### src/rtl/lsa_pkg.sv
package lsa_pkg;

    // Access size encoding carried on the size port
    typedef enum logic [1:0] {
        XFER_BYTE = 2'b00,
        XFER_HALF = 2'b01,
        XFER_WORD = 2'b10,
        XFER_WIDE = 2'b11   // treated as a word access
    } xfer_size_e;

    // Control bundle carried through the datapath
    typedef struct packed {
        xfer_size_e size;
        logic       sext;
        logic       big_end;
        logic       store;
    } xfer_ctl_t;

    localparam int unsigned LANE_W = 8;

    // Reduce the reserved code onto the word case
    function automatic xfer_size_e norm_size(input logic [1:0] raw);
        xfer_size_e s;
        s = xfer_size_e'(raw);
        if (s == XFER_WIDE) s = XFER_WORD;
        return s;
    endfunction

endpackage

### src/rtl/lsa_lane_map.sv
module lsa_lane_map
    import lsa_pkg::*;
#(
    parameter int unsigned NUM_LANES = 4,
    parameter int unsigned OFF_W     = $clog2(NUM_LANES),
    parameter int unsigned HSEL_W    = OFF_W - 1
) (
    input  logic [OFF_W-1:0]     offset,
    input  xfer_ctl_t            ctl,
    output logic [OFF_W-1:0]     byte_lane,
    output logic [HSEL_W-1:0]    half_slot,
    output logic [NUM_LANES-1:0] lane_mask
);
    localparam int unsigned NUM_HALVES = NUM_LANES / 2;

    logic [HSEL_W-1:0] half_idx;

    always_comb begin
        half_idx = offset[OFF_W-1:1];
        if (ctl.big_end) begin
            byte_lane = OFF_W'(NUM_LANES - 1) - offset;
            half_slot = HSEL_W'(NUM_HALVES - 1) - half_idx;
        end else begin
            byte_lane = offset;
            half_slot = half_idx;
        end
    end

    for (genvar i = 0; i < NUM_LANES; i++) begin : g_lane
        logic hit;
        always_comb begin
            unique case (ctl.size)
                XFER_BYTE: hit = (OFF_W'(i) == byte_lane);
                XFER_HALF: hit = (HSEL_W'(i / 2) == half_slot);
                default:   hit = 1'b1;
            endcase
        end
        assign lane_mask[i] = hit & ctl.store;
    end

endmodule

### src/rtl/lsa_load_extract.sv
module lsa_load_extract
    import lsa_pkg::*;
#(
    parameter int unsigned DATA_W    = 32,
    parameter int unsigned NUM_LANES = DATA_W / LANE_W,
    parameter int unsigned OFF_W     = $clog2(NUM_LANES),
    parameter int unsigned HSEL_W    = OFF_W - 1
) (
    input  logic [DATA_W-1:0] rdata,
    input  logic [OFF_W-1:0]  byte_lane,
    input  logic [HSEL_W-1:0] half_slot,
    input  xfer_ctl_t         ctl,
    output logic [DATA_W-1:0] result
);
    localparam int unsigned NUM_HALVES = NUM_LANES / 2;
    localparam int unsigned HALF_W     = 2 * LANE_W;

    logic [LANE_W-1:0] lane_bytes [NUM_LANES];
    logic [HALF_W-1:0] lane_halves [NUM_HALVES];

    for (genvar i = 0; i < NUM_LANES; i++) begin : g_bytes
        assign lane_bytes[i] = rdata[i*LANE_W +: LANE_W];
    end
    for (genvar j = 0; j < NUM_HALVES; j++) begin : g_halves
        assign lane_halves[j] = rdata[j*HALF_W +: HALF_W];
    end

    logic [LANE_W-1:0] pick_b;
    logic [HALF_W-1:0] pick_h;
    logic              fill;

    always_comb begin
        pick_b = lane_bytes[byte_lane];
        pick_h = lane_halves[half_slot];
        unique case (ctl.size)
            XFER_BYTE: begin
                fill   = ctl.sext & pick_b[LANE_W-1];
                result = {{(DATA_W-LANE_W){fill}}, pick_b};
            end
            XFER_HALF: begin
                fill   = ctl.sext & pick_h[HALF_W-1];
                result = {{(DATA_W-HALF_W){fill}}, pick_h};
            end
            default: begin
                fill   = 1'b0;
                result = rdata;
            end
        endcase
    end

endmodule

### src/rtl/lsa_store_replicate.sv
module lsa_store_replicate
    import lsa_pkg::*;
#(
    parameter int unsigned DATA_W    = 32,
    parameter int unsigned NUM_LANES = DATA_W / LANE_W
) (
    input  logic [DATA_W-1:0] wdata,
    input  xfer_ctl_t         ctl,
    output logic [DATA_W-1:0] rep_data
);
    for (genvar i = 0; i < NUM_LANES; i++) begin : g_lane
        always_comb begin
            unique case (ctl.size)
                XFER_BYTE: rep_data[i*LANE_W +: LANE_W] = wdata[LANE_W-1:0];
                XFER_HALF: rep_data[i*LANE_W +: LANE_W] = wdata[(i%2)*LANE_W +: LANE_W];
                default:   rep_data[i*LANE_W +: LANE_W] = wdata[i*LANE_W +: LANE_W];
            endcase
        end
    end

endmodule

### src/rtl/lsa_aligner.sv
module lsa_aligner
    import lsa_pkg::*;
#(
    parameter int unsigned DATA_W    = 32,
    parameter int unsigned NUM_LANES = DATA_W / LANE_W,
    parameter int unsigned OFF_W     = $clog2(NUM_LANES)
) (
    input  logic                 clk,
    input  logic                 rst,
    input  logic [OFF_W-1:0]     addr_lo,
    input  logic [1:0]           size,
    input  logic                 sext,
    input  logic                 big_end,
    input  logic                 store,
    input  logic [DATA_W-1:0]    rdata,
    input  logic [DATA_W-1:0]    wdata,
    output logic [DATA_W-1:0]    ld_result,
    output logic [DATA_W-1:0]    st_data,
    output logic [NUM_LANES-1:0] st_strobe
);
    localparam int unsigned HSEL_W = OFF_W - 1;

    xfer_ctl_t             ctl;
    logic [OFF_W-1:0]      byte_lane;
    logic [HSEL_W-1:0]     half_slot;
    logic [NUM_LANES-1:0]  lane_mask;
    logic [DATA_W-1:0]     ld_next;
    logic [DATA_W-1:0]     st_next;

    always_comb begin
        ctl.size    = norm_size(size);
        ctl.sext    = sext;
        ctl.big_end = big_end;
        ctl.store   = store;
    end

    lsa_lane_map #(
        .NUM_LANES(NUM_LANES), .OFF_W(OFF_W), .HSEL_W(HSEL_W)
    ) u_map (
        .offset(addr_lo), .ctl(ctl),
        .byte_lane(byte_lane), .half_slot(half_slot), .lane_mask(lane_mask)
    );

    lsa_load_extract #(
        .DATA_W(DATA_W), .NUM_LANES(NUM_LANES), .OFF_W(OFF_W), .HSEL_W(HSEL_W)
    ) u_load (
        .rdata(rdata), .byte_lane(byte_lane), .half_slot(half_slot),
        .ctl(ctl), .result(ld_next)
    );

    lsa_store_replicate #(
        .DATA_W(DATA_W), .NUM_LANES(NUM_LANES)
    ) u_store (
        .wdata(wdata), .ctl(ctl), .rep_data(st_next)
    );

    always_ff @(posedge clk) begin
        if (rst) begin
            ld_result <= '0;
            st_data   <= '0;
            st_strobe <= '0;
        end else begin
            ld_result <= ld_next;
            st_data   <= st_next;
            st_strobe <= lane_mask;
        end
    end

endmodule


### config.mk
export PLATFORM = sky130hd
export DESIGN_NAME = lsa_aligner
export DESIGN_NICKNAME = d
export VERILOG_FILES = /design/src/rtl/lsa_pkg.sv /design/src/rtl/lsa_lane_map.sv /design/src/rtl/lsa_load_extract.sv /design/src/rtl/lsa_store_replicate.sv /design/src/rtl/lsa_aligner.sv
export SDC_FILE = /design/constraint.sdc
export NUM_CORES = 1
export LEC_CHECK = 0
export BUFFER_PORTS_ARGS = -buffer_cell sky130_fd_sc_hd__buf_2
export CAP_MARGIN = 20
export CORE_AREA = 3 3 77 87
export CTS_BUF_LIST = sky130_fd_sc_hd__clkbuf_4 sky130_fd_sc_hd__clkbuf_8
export CTS_CLUSTER_SIZE = 40
export DETAILED_ROUTE_END_ITERATION = 6
export DIE_AREA = 0 0 80 90
export HOLD_SLACK_MARGIN = 0.12
export PLACE_DENSITY = 0.92
export SLEW_MARGIN = 20
export SYNTH_ARGS = -nofsm -noshare
export SYNTH_HDL_FRONTEND = slang
export SYNTH_SLANG_ARGS = --single-unit
### constraint.sdc
create_clock -name clk -period 2.2 [get_ports clk]
set_input_delay 0.44 -clock clk [delete_from_list [all_inputs] [get_ports clk]]
set_output_delay 0.44 -clock clk [all_outputs]
set_load 0.05 [all_outputs]
==> report_table.html, run 1 <==
<table>
<tr><th>Metric</th><th>Value</th></tr>
<tr><th colspan="2">Run status</th></tr>
<tr><td>Status</td><td>complete, no violations</td></tr>
<tr><th colspan="2">Clock tree</th></tr>
<tr><td>Clk Tree Root Cell</td><td>clkbuf_8</td></tr>
<tr><td>Number of hold-repair buffers added at the cts stage</td><td>0</td></tr>
<tr><td>Clock tree from TritonCTS</td><td>yes</td></tr>
<tr><td>Count of clock tree sinks</td><td>68</td></tr>
<tr><td>Maximum level of the CTS H-tree</td><td>3</td></tr>
<tr><td>Clock slew at reported path FFs</td><td>approximately 0.070 ns</td></tr>
<tr><td>Post-CTS Setup Inserts</td><td>0</td></tr>
<tr><td>Gates resized, CTS repair</td><td>0</td></tr>
<tr><td>Number of clock buffers inserted by TritonCTS</td><td>9</td></tr>
<tr><td>Maximum clock path buffer count</td><td>2</td></tr>
<tr><th colspan="2">Cells and area</th></tr>
<tr><td>Design area</td><td>3690 um^2</td></tr>
<tr><td>Most frequent standard cell in the layout excluding fill and tap cells</td><td>buf_2</td></tr>
<tr><td>Diodes inserted</td><td>0</td></tr>
<tr><td>Total Nets Final</td><td>492</td></tr>
<tr><td>Core utilization of the finished layout</td><td>0.635</td></tr>
<tr><td>Ratio of cells with drive above 1 in the final layout</td><td>0.410</td></tr>
<tr><td>Top library cells by usage in the layout, fill and taps aside</td><td>140 x buf_2, 68 x dfxtp_1, 41 x nor2_1, 26 x a21oi_1, 25 x mux2i_1</td></tr>
<tr><td>Synth-to-Final Area Change</td><td>34.5%</td></tr>
<tr><th colspan="2">Yosys</th></tr>
<tr><td>Cell count after synthesis</td><td>between 200 and 300</td></tr>
<tr><td>Number of nets produced by synthesis</td><td>353</td></tr>
<tr><td>Part of the Yosys area used for sequential elements</td><td>0.496</td></tr>
<tr><td>Mean Syn Cell Area</td><td>9.80 um^2</td></tr>
<tr><td>Count of yosys warnings during synthesis</td><td>0</td></tr>
<tr><td>Summed instance area of the synthesized netlist</td><td>2740 um^2</td></tr>
<tr><td>Count of unique library cells instantiated by Yosys</td><td>38</td></tr>
<tr><td>Post-synthesis register bit count</td><td>between 60 and 70</td></tr>
<tr><th colspan="2">Placed design</th></tr>
<tr><td>Total cell area at the placement stage</td><td>between 3000 and 4000 um^2</td></tr>
<tr><td>HPWL reported at the end of detailed placement</td><td>5930 um</td></tr>
<tr><td>Worst Setup Slack post-DPL</td><td>0.0877 ns</td></tr>
<tr><td>Final GP Congestion</td><td>0.786</td></tr>
<tr><td>Port Buffer Count</td><td>140</td></tr>
<tr><th colspan="2">Floorplanning</th></tr>
<tr><td>Effective utilization at floorplan</td><td>0.472</td></tr>
<tr><td>Die area</td><td>7200 um^2</td></tr>
<tr><td>Area of the core region</td><td>5810 um^2</td></tr>
<tr><td>Floorplan die height</td><td>90 um</td></tr>
<tr><td>X dimension of the die</td><td>80 um</td></tr>
<tr><td>Boundary Pins</td><td>141</td></tr>
<tr><td>Row count</td><td>29</td></tr>
<tr><th colspan="2">Detailed routing</th></tr>
<tr><td>Total wire length</td><td>7690 um</td></tr>
<tr><td>Length of routed met2 wiring</td><td>roughly 3800 um</td></tr>
<tr><td>Routed length per placed instance</td><td>15.4 um</td></tr>
<tr><td>DRC errors left</td><td>0</td></tr>
<tr><td>Count of antenna-violating nets left after detailed routing</td><td>0</td></tr>
<tr><td>Routed met3 length</td><td>666 um</td></tr>
<tr><td>Highest routed layer</td><td>met4</td></tr>
<tr><td>Number of vias per cell after detailed routing</td><td>5.04</td></tr>
<tr><td>1st-pass router iterations</td><td>4</td></tr>
<tr><td>WL met1</td><td>about 3100 um</td></tr>
<tr><td>First-iteration detailed-routing DRC count</td><td>62</td></tr>
<tr><td>Vias post-DR</td><td>approximately 2500</td></tr>
<tr><th colspan="2">Setup path</th></tr>
<tr><td>Sort of element at the end of the critical path</td><td>flip-flop</td></tr>
<tr><td>Critical path class</td><td>input port to flip-flop</td></tr>
<tr><td>Maximum fanout encountered on the critical timing path</td><td>11</td></tr>
<tr><td>Required time of the worst setup path</td><td>between 2 and 2.5 ns</td></tr>
<tr><td>WP data arrival</td><td>slightly above 2 ns</td></tr>
<tr><td>Nature of the critical path startpoint</td><td>input port</td></tr>
<tr><th colspan="2">GRT</th></tr>
<tr><td>First-pass GRT wire length</td><td>11800 um</td></tr>
<tr><td>Number of global-route vias before repair</td><td>approximately 2500</td></tr>
<tr><td>Global routing usage summed across all routing layers</td><td>0.210</td></tr>
<tr><td>Antenna violations before repair</td><td>0</td></tr>
<tr><td>Maximum number of pins on one net before global-route repair</td><td>35</td></tr>
<tr><td>Remaining global-route overflow</td><td>0</td></tr>
<tr><th colspan="2">Power</th></tr>
<tr><td>Worst vdd ir</td><td>around 0.67 mV</td></tr>
<tr><td>Static leakage</td><td>~2 nW</td></tr>
<tr><td>Tot Pwr</td><td>3.22 mW</td></tr>
<tr><td>Ratio of total power to cell area</td><td>874 nW/um^2</td></tr>
<tr><th colspan="2">STA</th></tr>
<tr><td>Final worst setup slack</td><td>0.409 ns</td></tr>
<tr><td>Period utilization</td><td>0.814</td></tr>
<tr><td>Number of slew-limit violations in the final report</td><td>0</td></tr>
<tr><td>Maximum frequency from static timing analysis</td><td>558 MHz</td></tr>
<tr><td>Total negative slack for setup checks</td><td>0 ns</td></tr>
<tr><td>Unrepaired setup endpoints after global routing</td><td>false</td></tr>
<tr><td>Final worst path period need</td><td>1.79 ns</td></tr>
<tr><td>Hold Violations, Final</td><td>0</td></tr>
<tr><td>Total of endpoints with negative setup slack in the final report</td><td>0</td></tr>
<tr><td>Slew at the pin closest to its max-slew limit</td><td>1.02 ns</td></tr>
<tr><td>Relative slew slack</td><td>0.320</td></tr>
<tr><th colspan="2">Flow run</th></tr>
<tr><td>Max-cap viol count</td><td>0</td></tr>
<tr><th colspan="2">Hold path</th></tr>
<tr><td>Path class of the lowest-slack min-delay path</td><td>input port to flip-flop</td></tr>
</table>
==> layout make-up <==
cell class | count | area (um^2)
clock buffer | 12 | 146
clock inverter | 4 | 73.8
fill | 501 | 2120
inverter | 11 | 41.3
multi-input combinational | 181 | 1210
sequential | 68 | 1360
tap | 77 | 96.3
timing repair buffer | 148 | 761
==> state kept, by name, summed over array words and instances, names as in the netlist <==
register / count
ld_result: 32
st_data: 32
st_strobe: 4
==> worst paths after layout <==
| check | slack (ns) | to | startpoint | depth (start not counted) |
|---|---|---|---|---|
| max | 0.41 | ld_result[13] | addr_lo[0] | 5 |
| min | 0.32 | ld_result[19] | rdata[19] | 2 |
==> layer usage <==
layer  vias up  track usage
li1       1236            -
met1      1144        0.236
met2       127        0.365
met3        16       0.0550
met4         0       0.0930
met5         -            0
==> worst max-delay path, cell delays in order <==
cell,delay (ns)
buf_2,0.16
nor2b_2,0.17
mux4_2,0.47
a2111oi_4,0.59
o31a_1,0.23
==> power breakdown <==
part           total, mW  internal (mW)  switching [mW]
Clock               1.13          0.677           0.450
Combinational      0.756          0.225           0.532
Sequential          1.34           1.32          0.0223
==> logic make-up (layout without fill, tap and decap cells) <==
kind of cell	count (synthesis)	count (layout)	synth area share
simple gates	85	85	0.155
flops	68	68	0.496
compound gates	67	67	0.177
buf+inv	31	175	0.0630
mux	26	26	0.0995
xor+xnor	3	3	0.00958
==> synth_stat cells <==
master          n  share of area
a2111oi_4       1          0.010
a21o_1         16          0.044
a21oi_1        26          0.047
a221o_1         8          0.029
a22o_2          1         0.0036
a31oi_1         1         0.0023
and2b_1         8          0.022
and2b_2         1         0.0032
buf_1           1         0.0014
buf_2           2         0.0036
buf_4           1         0.0027
buf_6           5          0.021
clkbuf_1        8          0.011
clkbuf_4        2         0.0055
dfxtp_1        68           0.50
dlygate4sd1_1   1         0.0032
inv_1          11          0.015
mux2i_1        25          0.091
mux4_2          1         0.0082
nand2_1        16          0.022
nand3_1         1         0.0018
nand3b_1        1         0.0027
nor2_1         41          0.056
nor2b_1         9          0.021
nor2b_2         1         0.0032
nor2b_4         1         0.0050
nor3b_1         1         0.0027
nor4_2          1         0.0046
nor4b_1         1         0.0032
o211ai_1        1         0.0027
o21ai_0         4         0.0073
o22ai_2         1         0.0046
o31a_1          8          0.026
or2_2           1         0.0023
or3_1           1         0.0023
or4b_2          1         0.0036
xnor2_1         2         0.0064
xor2_1          1         0.0032
==> per-stage QoR <==
| step | instances | hold slack (ns) |
|---|---|---|
| detailed placement | 485 | 0.654 |
| floorplan | 280 | 0.550 |
| global route | 501 | 0.312 |
| CTS | 501 | 0.303 |
| finish | 501 | 0.319 |
| global placement | 485 | 0.653 |
(Power assumes the default switching activity.)
==> inputs of run 2 (changes only) <==
Settings changed: CORE_AREA 3 3 77 87 to 3 3 82 91, DIE_AREA 0 0 80 90 to 0 0 85 94, PLACE_DENSITY 0.92 to 0.87.
Clock period 2.2 ns to 1.5 ns, I/O delays scaled along.
==> report_table.html, run 2 (synthesized netlist as in run 1, its figures left out) <==
<table>
<tr><th>Metric</th><th>Value</th></tr>
<tr><th colspan="2">Run status</th></tr>
<tr><td>Status</td><td>complete, no violations (unchanged)</td></tr>
<tr><th colspan="2">STA</th></tr>
<tr><td>Slew at the pin closest to its max-slew limit</td><td>0.590 ns (was 1.02 ns)</td></tr>
<tr><td>Final worst path period need</td><td>1.48 ns</td></tr>
<tr><td>Period utilization</td><td>0.984</td></tr>
<tr><td>Hold Violations, Final</td><td>0 (unchanged)</td></tr>
<tr><td>Number of slew-limit violations in the final report</td><td>0 (unchanged)</td></tr>
<tr><td>Maximum frequency from static timing analysis</td><td>approximately 680 MHz</td></tr>
<tr><td>Total negative slack for setup checks</td><td>0 ns (unchanged)</td></tr>
<tr><td>Unrepaired setup endpoints after global routing</td><td>true (was false)</td></tr>
<tr><td>Relative slew slack</td><td>0.604 (was 0.320)</td></tr>
<tr><td>Total of endpoints with negative setup slack in the final report</td><td>0 (unchanged)</td></tr>
<tr><th colspan="2">GRT</th></tr>
<tr><td>Global routing usage summed across all routing layers</td><td>0.189 (was 0.210)</td></tr>
<tr><td>Antenna violations before repair</td><td>0 (unchanged)</td></tr>
<tr><td>Remaining global-route overflow</td><td>0 (unchanged)</td></tr>
<tr><td>First-pass GRT wire length</td><td>12000 um (was 11800 um)</td></tr>
<tr><td>Number of global-route vias before repair</td><td>2610 (was 2489)</td></tr>
<tr><td>Maximum number of pins on one net before global-route repair</td><td>34 (was 35)</td></tr>
<tr><th colspan="2">Setup path</th></tr>
<tr><td>Required time of the worst setup path</td><td>1.73 ns (was 2.47 ns)</td></tr>
<tr><td>Nature of the critical path startpoint</td><td>input port (unchanged)</td></tr>
<tr><td>Maximum fanout encountered on the critical timing path</td><td>8 (was 11)</td></tr>
<tr><td>Chain of cells forming the critical path</td><td>buf_2 &gt; or4b_2 &gt; nand3_2 &gt; a2111oi_4 &gt; buf_6 &gt; o31a_1 (was buf_2 &gt; nor2b_2 &gt; mux4_2 &gt; a2111oi_4 &gt; o31a_1)</td></tr>
<tr><td>Slowest library cell on the worst path</td><td>or4b_2 (was a2111oi_4)</td></tr>
<tr><td>WP data arrival</td><td>1.70 ns (was 2.06 ns)</td></tr>
<tr><td>Slowest Stage Delay on Critical Path</td><td>0.66 ns (was 0.59 ns)</td></tr>
<tr><td>Critical path class</td><td>input port to flip-flop (unchanged)</td></tr>
<tr><td>Sort of element at the end of the critical path</td><td>flip-flop (unchanged)</td></tr>
<tr><th colspan="2">Cells and area</th></tr>
<tr><td>Ratio of cells with drive above 1 in the final layout</td><td>0.452 (was 0.410)</td></tr>
<tr><td>Diodes inserted</td><td>0 (unchanged)</td></tr>
<tr><td>Most frequent standard cell in the layout excluding fill and tap cells</td><td>buf_2 (unchanged)</td></tr>
<tr><td>Number of fillers in the final layout</td><td>573 (was 501)</td></tr>
<tr><td>Registers with the highest flip-flop counts</td><td>ld_result x32, st_data x32, st_strobe x4 (unchanged)</td></tr>
<tr><td>Top library cells by usage in the layout, fill and taps aside</td><td>138 x buf_2, 68 x dfxtp_1, 41 x nor2_1, 33 x buf_4, 26 x a21oi_1 (was 140 x buf_2, 68 x dfxtp_1, 41 x nor2_1, 26 x a21oi_1, 25 x mux2i_1)</td></tr>
<tr><td>Total Nets Final</td><td>517 (was 492)</td></tr>
<tr><td>Core utilization of the finished layout</td><td>0.604 (was 0.635)</td></tr>
<tr><td>Synth-to-Final Area Change</td><td>46.0% (was 34.5%)</td></tr>
<tr><th colspan="2">Hold path</th></tr>
<tr><td>Cell depth of the worst hold path</td><td>2 (unchanged)</td></tr>
<tr><td>WHS Endpoint</td><td>ld_result[21] (was ld_result[19])</td></tr>
<tr><td>Path class of the lowest-slack min-delay path</td><td>input port to flip-flop (unchanged)</td></tr>
<tr><td>Origin of the worst min-delay path</td><td>rdata[21] (was rdata[19])</td></tr>
<tr><th colspan="2">Detailed routing</th></tr>
<tr><td>Vias post-DR</td><td>2588 (was 2523)</td></tr>
<tr><td>DRC errors left</td><td>0 (unchanged)</td></tr>
<tr><td>Total wire length</td><td>7670 um (was 7690 um)</td></tr>
<tr><td>1st-pass router iterations</td><td>4 (unchanged)</td></tr>
<tr><td>Count of antenna-violating nets left after detailed routing</td><td>0 (unchanged)</td></tr>
<tr><td>First-iteration detailed-routing DRC count</td><td>54 (was 62)</td></tr>
<tr><td>Number of vias per cell after detailed routing</td><td>4.87 (was 5.04)</td></tr>
<tr><td>Routed length per placed instance</td><td>14.4 um (was 15.4 um)</td></tr>
<tr><th colspan="2">Floorplanning</th></tr>
<tr><td>Area of the core region</td><td>6630 um^2 (was 5810 um^2)</td></tr>
<tr><td>Boundary Pins</td><td>141 (unchanged)</td></tr>
<tr><td>Floorplan die height</td><td>94 um (was 90 um)</td></tr>
<tr><td>Effective utilization at floorplan</td><td>0.414 (was 0.472)</td></tr>
<tr><td>Row count</td><td>31 (was 29)</td></tr>
<tr><td>Die area</td><td>7990 um^2 (was 7200 um^2)</td></tr>
<tr><td>X dimension of the die</td><td>85 um (was 80 um)</td></tr>
<tr><th colspan="2">Power</th></tr>
<tr><td>Internal power contribution</td><td>3.62 mW (was 2.22 mW)</td></tr>
<tr><td>Static leakage</td><td>2.17 nW (was 2.02 nW)</td></tr>
<tr><td>Power share of the sequential group</td><td>0.380 (was 0.416)</td></tr>
<tr><td>Combinational cell fraction of total power</td><td>0.232 (was 0.235)</td></tr>
<tr><td>Switching part of the total power</td><td>0.300 (was 0.311)</td></tr>
<tr><td>Total net switching power</td><td>1.55 mW (was 1.00 mW)</td></tr>
<tr><td>Worst vdd ir</td><td>0.697 mV (was 0.669 mV)</td></tr>
<tr><td>Ratio of total power to cell area</td><td>1290 nW/um^2 (was 874 nW/um^2)</td></tr>
<tr><td>Clock power frac</td><td>0.388 (was 0.350)</td></tr>
<tr><th colspan="2">Placed design</th></tr>
<tr><td>HPWL reported at the end of detailed placement</td><td>5830 um (was 5930 um)</td></tr>
<tr><td>Final GP Congestion</td><td>0.822 (was 0.786)</td></tr>
<tr><td>Port Buffer Count</td><td>140 (unchanged)</td></tr>
<tr><th colspan="2">Flow run</th></tr>
<tr><td>Max-cap viol count</td><td>0 (unchanged)</td></tr>
<tr><th colspan="2">Clock tree</th></tr>
<tr><td>Clock slew at reported path FFs</td><td>0.08 ns (was 0.07 ns)</td></tr>
<tr><td>Count of clock tree sinks</td><td>68 (unchanged)</td></tr>
<tr><td>Number of hold-repair buffers added at the cts stage</td><td>0 (unchanged)</td></tr>
<tr><td>Maximum clock path buffer count</td><td>2 (unchanged)</td></tr>
<tr><td>Number of clock buffers inserted by TritonCTS</td><td>9 (unchanged)</td></tr>
<tr><td>Maximum level of the CTS H-tree</td><td>3 (unchanged)</td></tr>
<tr><td>Clock tree from TritonCTS</td><td>yes (unchanged)</td></tr>
<tr><td>Clk Tree Root Cell</td><td>clkbuf_8 (unchanged)</td></tr>
</table>
-- run 2: changes by cell type in the layout (fill, tap and decap cells not counted), moves of 2 or more --
cell       change
buf_4         +25
clkbuf_4       -3
bufinv_16      +2
buf_2          -2
-- run 2: stage by stage --
| step | hold slack, ns | setup slack, ns | instances | power [mW] | area (um^2) |
|---|---|---|---|---|---|
| 2_1_floorplan | 0.410 | -0.0702 | 280 | 2.81 | 2780 |
| 4_1_cts | 0.151 | 0.0315 | 529 | 5.21 | 3950 |
| 5_1_grt | 0.155 | -0.0137 | 531 | 5.38 | 4000 |
| 6_report | 0.168 | 0.0245 | 531 | 5.17 | 4000 |
| 3_3_place_gp | 0.511 | -0.255 | 513 | 3.17 | 3680 |
| 3_5_place_dp | 0.514 | -0.334 | 513 | 3.19 | 3680 |
-- run 2: worst max-delay path by stage --
| stage | start | cells after the start | slack (ns) | to |
|---|---|---|---|---|
| after global placement | big_end | 4 | -0.26 | ld_result[9] |
| after detailed placement | big_end | 4 | -0.33 | ld_result[13] |
| after CTS | big_end | 4 | 0.03 | ld_result[9] |
| after floorplan | addr_lo[0] | 5 | -0.07 | ld_result[10] |
| final | addr_lo[1] | 6 | 0.02 | ld_result[9] |
| after global routing | addr_lo[0] | 6 | -0.01 | ld_result[9] |
-- run 2: final cells by class --
cell class | instances | area, um^2 | share of cell area
Clock buffer | 9 | 124 | 0.0309
Timing Repair Buffer | 173 | 970 | 0.242
Inverter | 11 | 41.3 | 0.0103
Tap cell | 82 | 103 | 0.0256
Sequential cell | 68 | 1360 | 0.340
Clock inverter | 7 | 146 | 0.0366
Multi-Input combinational cell | 181 | 1260 | 0.314
-- run 2: metal layers --
layer / track usage / wire, um
met4: 0.0844 / 125
met1: 0.213 / 3110
met2: 0.330 / 3860
met5: 0 / 0
met3: 0.0553 / 573
-- run 2: what timing repair did --
| action | 4_1_cts | 5_1_grt |
|---|---|---|
| buffers inserted | 0 | 1 |
| setup endpoints to repair | 0 | 32 |
| endpoints found under the hold margin | 0 | 0 |
| resized for setup | 0 | 9 |
-- run 2: critical path, delay by kind of cell --
family                 cells  cell delay, ns
AOI/OAI and AO/OA          2            0.32
buffers and inverters      2            0.31
and+or+nand+nor            2            0.77
-- run 2: power by group through the flow --
stage / clock network [mW] / logic [mW] / registers (mW)
3_3_place_gp: 0 / 1.16 / 2.00
5_1_grt: 2.13 / 1.28 / 1.98
3_5_place_dp: 0 / 1.18 / 2.01
2_1_floorplan: 0 / 0.341 / 2.47
6_report: 2.01 / 1.20 / 1.97
4_1_cts: 2.05 / 1.19 / 1.97
==> inputs of run 3 (changes only) <==
Settings changed: CELL_PAD_IN_SITES_DETAIL_PLACEMENT set to 1, CELL_PAD_IN_SITES_GLOBAL_PLACEMENT set to 2, CORE_AREA 3 3 82 91 to 3 3 106 119, DIE_AREA 0 0 85 94 to 0 0 109 122, PLACE_DENSITY 0.87 to 0.88.
==> report_table.html, run 3 (synthesized netlist as in run 1, its figures left out) <==
<table>
<tr><th>Metric</th><th>Value</th></tr>
<tr><th colspan="2">Run status</th></tr>
<tr><td>Status</td><td>complete, no violations (unchanged)</td></tr>
<tr><th colspan="2">Clock tree</th></tr>
<tr><td>Maximum clock path buffer count</td><td>2 (unchanged)</td></tr>
<tr><td>Clock tree from TritonCTS</td><td>yes (unchanged)</td></tr>
<tr><td>Maximum level of the CTS H-tree</td><td>3 (unchanged)</td></tr>
<tr><td>Clk Tree Root Cell</td><td>clkbuf_8 (unchanged)</td></tr>
<tr><td>Count of clock tree sinks</td><td>68 (unchanged)</td></tr>
<tr><td>Clock slew at reported path FFs</td><td>0.07 ns (was 0.08 ns)</td></tr>
<tr><td>Number of clock buffers inserted by TritonCTS</td><td>9 (unchanged)</td></tr>
<tr><th colspan="2">Placed design</th></tr>
<tr><td>HPWL reported at the end of detailed placement</td><td>7030 um (was 5830 um)</td></tr>
<tr><td>Final GP Congestion</td><td>0.792 (was 0.822)</td></tr>
<tr><td>Port Buffer Count</td><td>140 (unchanged)</td></tr>
<tr><td>Total cell area at the placement stage</td><td>3790 um^2 (was 3680 um^2)</td></tr>
<tr><td>Worst Setup Slack post-DPL</td><td>-0.353 ns (was -0.334 ns)</td></tr>
<tr><th colspan="2">STA</th></tr>
<tr><td>Final worst setup slack</td><td>0.0540 ns (was 0.0245 ns)</td></tr>
<tr><td>Period utilization</td><td>0.964 (was 0.984)</td></tr>
<tr><td>Relative slew slack</td><td>0.572 (was 0.604)</td></tr>
<tr><td>Total of endpoints with negative setup slack in the final report</td><td>0 (unchanged)</td></tr>
<tr><td>Slew at the pin closest to its max-slew limit</td><td>0.641 ns (was 0.590 ns)</td></tr>
<tr><td>Maximum frequency from static timing analysis</td><td>692 MHz (was 678 MHz)</td></tr>
<tr><td>Number of slew-limit violations in the final report</td><td>0 (unchanged)</td></tr>
<tr><td>Total negative slack for setup checks</td><td>0 ns (unchanged)</td></tr>
<tr><td>Unrepaired setup endpoints after global routing</td><td>false (was true)</td></tr>
<tr><td>Final worst path period need</td><td>1.45 ns (was 1.48 ns)</td></tr>
<tr><td>Hold Violations, Final</td><td>0 (unchanged)</td></tr>
<tr><th colspan="2">Setup path</th></tr>
<tr><td>Sort of element at the end of the critical path</td><td>flip-flop (unchanged)</td></tr>
<tr><td>Slowest library cell on the worst path</td><td>mux4_2 (was or4b_2)</td></tr>
<tr><td>Nature of the critical path startpoint</td><td>input port (unchanged)</td></tr>
<tr><td>Beginning of the critical path</td><td>addr_lo[0] (was addr_lo[1])</td></tr>
<tr><td>Gate family responsible for the most delay along the worst path</td><td>multiplexers (was simple AND/OR/NAND/NOR gates)</td></tr>
<tr><td>Required time of the worst setup path</td><td>1.78 ns (was 1.73 ns)</td></tr>
<tr><td>Slowest Stage Delay on Critical Path</td><td>0.49 ns (was 0.66 ns)</td></tr>
<tr><td>WP data arrival</td><td>1.73 ns (was 1.70 ns)</td></tr>
<tr><td>Critical path class</td><td>input port to flip-flop (unchanged)</td></tr>
<tr><td>Count of buffer and inverter cells on the critical path</td><td>2 (unchanged)</td></tr>
<tr><td>Maximum fanout encountered on the critical timing path</td><td>8 (unchanged)</td></tr>
<tr><td>Chain of cells forming the critical path</td><td>buf_2 &gt; nor2b_2 &gt; mux4_2 &gt; a2111oi_4 &gt; buf_6 &gt; o31a_1 (was buf_2 &gt; or4b_2 &gt; nand3_2 &gt; a2111oi_4 &gt; buf_6 &gt; o31a_1)</td></tr>
<tr><th colspan="2">Floorplanning</th></tr>
<tr><td>Area of the core region</td><td>11400 um^2 (was 6630 um^2)</td></tr>
<tr><td>Die area</td><td>13300 um^2 (was 7990 um^2)</td></tr>
<tr><td>Effective utilization at floorplan</td><td>0.240 (was 0.414)</td></tr>
<tr><td>X dimension of the die</td><td>109 um (was 85 um)</td></tr>
<tr><td>Boundary Pins</td><td>141 (unchanged)</td></tr>
<tr><td>Row count</td><td>41 (was 31)</td></tr>
<tr><td>Floorplan die height</td><td>122 um (was 94 um)</td></tr>
<tr><th colspan="2">Detailed routing</th></tr>
<tr><td>1st-pass router iterations</td><td>4 (unchanged)</td></tr>
<tr><td>DRC errors left</td><td>0 (unchanged)</td></tr>
<tr><td>Count of antenna-violating nets left after detailed routing</td><td>0 (unchanged)</td></tr>
<tr><td>Number of vias per cell after detailed routing</td><td>4.26 (was 4.87)</td></tr>
<tr><td>Total wire length</td><td>8780 um (was 7670 um)</td></tr>
<tr><td>Routed length per placed instance</td><td>14.7 um (was 14.4 um)</td></tr>
<tr><td>First-iteration detailed-routing DRC count</td><td>63 (was 54)</td></tr>
<tr><td>Vias post-DR</td><td>2553 (was 2588)</td></tr>
<tr><th colspan="2">GRT</th></tr>
<tr><td>First-pass GRT wire length</td><td>13400 um (was 12000 um)</td></tr>
<tr><td>Remaining global-route overflow</td><td>0 (unchanged)</td></tr>
<tr><td>Antenna violations before repair</td><td>0 (unchanged)</td></tr>
<tr><td>Global routing usage summed across all routing layers</td><td>0.130 (was 0.189)</td></tr>
<tr><td>Number of global-route vias before repair</td><td>2689 (was 2610)</td></tr>
<tr><td>Maximum number of pins on one net before global-route repair</td><td>31 (was 34)</td></tr>
<tr><th colspan="2">Cells and area</th></tr>
<tr><td>Design area</td><td>4030 um^2 (was 4000 um^2)</td></tr>
<tr><td>Footprint of the flip-flops and latches</td><td>1360 um^2 (unchanged)</td></tr>
<tr><td>Ratio of cells with drive above 1 in the final layout</td><td>0.450 (was 0.452)</td></tr>
<tr><td>Diodes inserted</td><td>0 (unchanged)</td></tr>
<tr><td>Number of fillers in the final layout</td><td>1403 (was 573)</td></tr>
<tr><td>Total Nets Final</td><td>517 (unchanged)</td></tr>
<tr><td>Multi-input combinational cell area</td><td>1240 um^2 (was 1260 um^2)</td></tr>
<tr><td>Most frequent standard cell in the layout excluding fill and tap cells</td><td>buf_2 (unchanged)</td></tr>
<tr><td>Top library cells by usage in the layout, fill and taps aside</td><td>139 x buf_2, 68 x dfxtp_1, 40 x nor2_1, 30 x buf_4, 26 x a21oi_1 (was 138 x buf_2, 68 x dfxtp_1, 41 x nor2_1, 33 x buf_4, 26 x a21oi_1)</td></tr>
<tr><td>Synth-to-Final Area Change</td><td>47.1% (was 46.0%)</td></tr>
<tr><td>Registers with the highest flip-flop counts</td><td>ld_result x32, st_data x32, st_strobe x4 (unchanged)</td></tr>
<tr><th colspan="2">Power</th></tr>
<tr><td>Static leakage</td><td>2.16 nW (was 2.17 nW)</td></tr>
<tr><td>Worst vdd ir</td><td>0.419 mV (was 0.697 mV)</td></tr>
<tr><td>Tot Pwr</td><td>4.84 mW (was 5.17 mW)</td></tr>
<tr><td>Ratio of total power to cell area</td><td>1200 nW/um^2 (was 1290 nW/um^2)</td></tr>
<tr><th colspan="2">Hold path</th></tr>
<tr><td>Origin of the worst min-delay path</td><td>rdata[18] (was rdata[21])</td></tr>
<tr><td>Path class of the lowest-slack min-delay path</td><td>input port to flip-flop (unchanged)</td></tr>
<tr><th colspan="2">Flow run</th></tr>
<tr><td>Max-cap viol count</td><td>0 (unchanged)</td></tr>
</table>
-- run 3: repair_timing --
item,4_1_cts,5_1_grt
resized for setup,0,3
hold buffers,0,0
endpoints found under the setup margin,0,16
setup buffers,0,1
-- run 3: power breakdown --
part / total (mW) / internal [mW] / switching (mW)
logic: 1.21 / 0.401 / 0.806
registers: 1.97 / 1.93 / 0.0315
clock network: 1.67 / 0.993 / 0.673
total: 4.84 / 3.33 / 1.51
-- run 3: cell type report --
| cell class | count | area share |
|---|---|---|
| Timing Repair Buffer | 173 | 0.243 |
| Inverter | 11 | 0.0102 |
| Clock inverter | 4 | 0.0183 |
| Clock buffer | 12 | 0.0363 |
| Sequential cell | 68 | 0.337 |
| Tap cell | 150 | 0.0465 |
| Multi-Input combinational cell | 181 | 0.308 |
-- run 3: worst paths after layout --
| check | end | slack (ns) | cells after the start |
|---|---|---|---|
| worst max-delay path | ld_result[12] | 0.05 | 6 |
| worst min-delay path | ld_result[18] | 0.17 | 2 |
-- run 3: per-stage QoR --
stage | std cells | utilization | hold slack (ns)
finish | 599 | 0.353 | 0.166
global route | 599 | 0.353 | 0.156
CTS | 598 | 0.350 | 0.140
detailed placement | 582 | 0.331 | 0.519
global placement | 582 | 0.331 | 0.516
floorplan | 280 | - | 0.410
-- run 3: routing by layer --
metal / routed length (um) / global-route usage
met1: 3650 / 0.146
met2: 4180 / 0.222
met3: 761 / 0.0429
met4: 189 / 0.0600
met5: 0 / 0
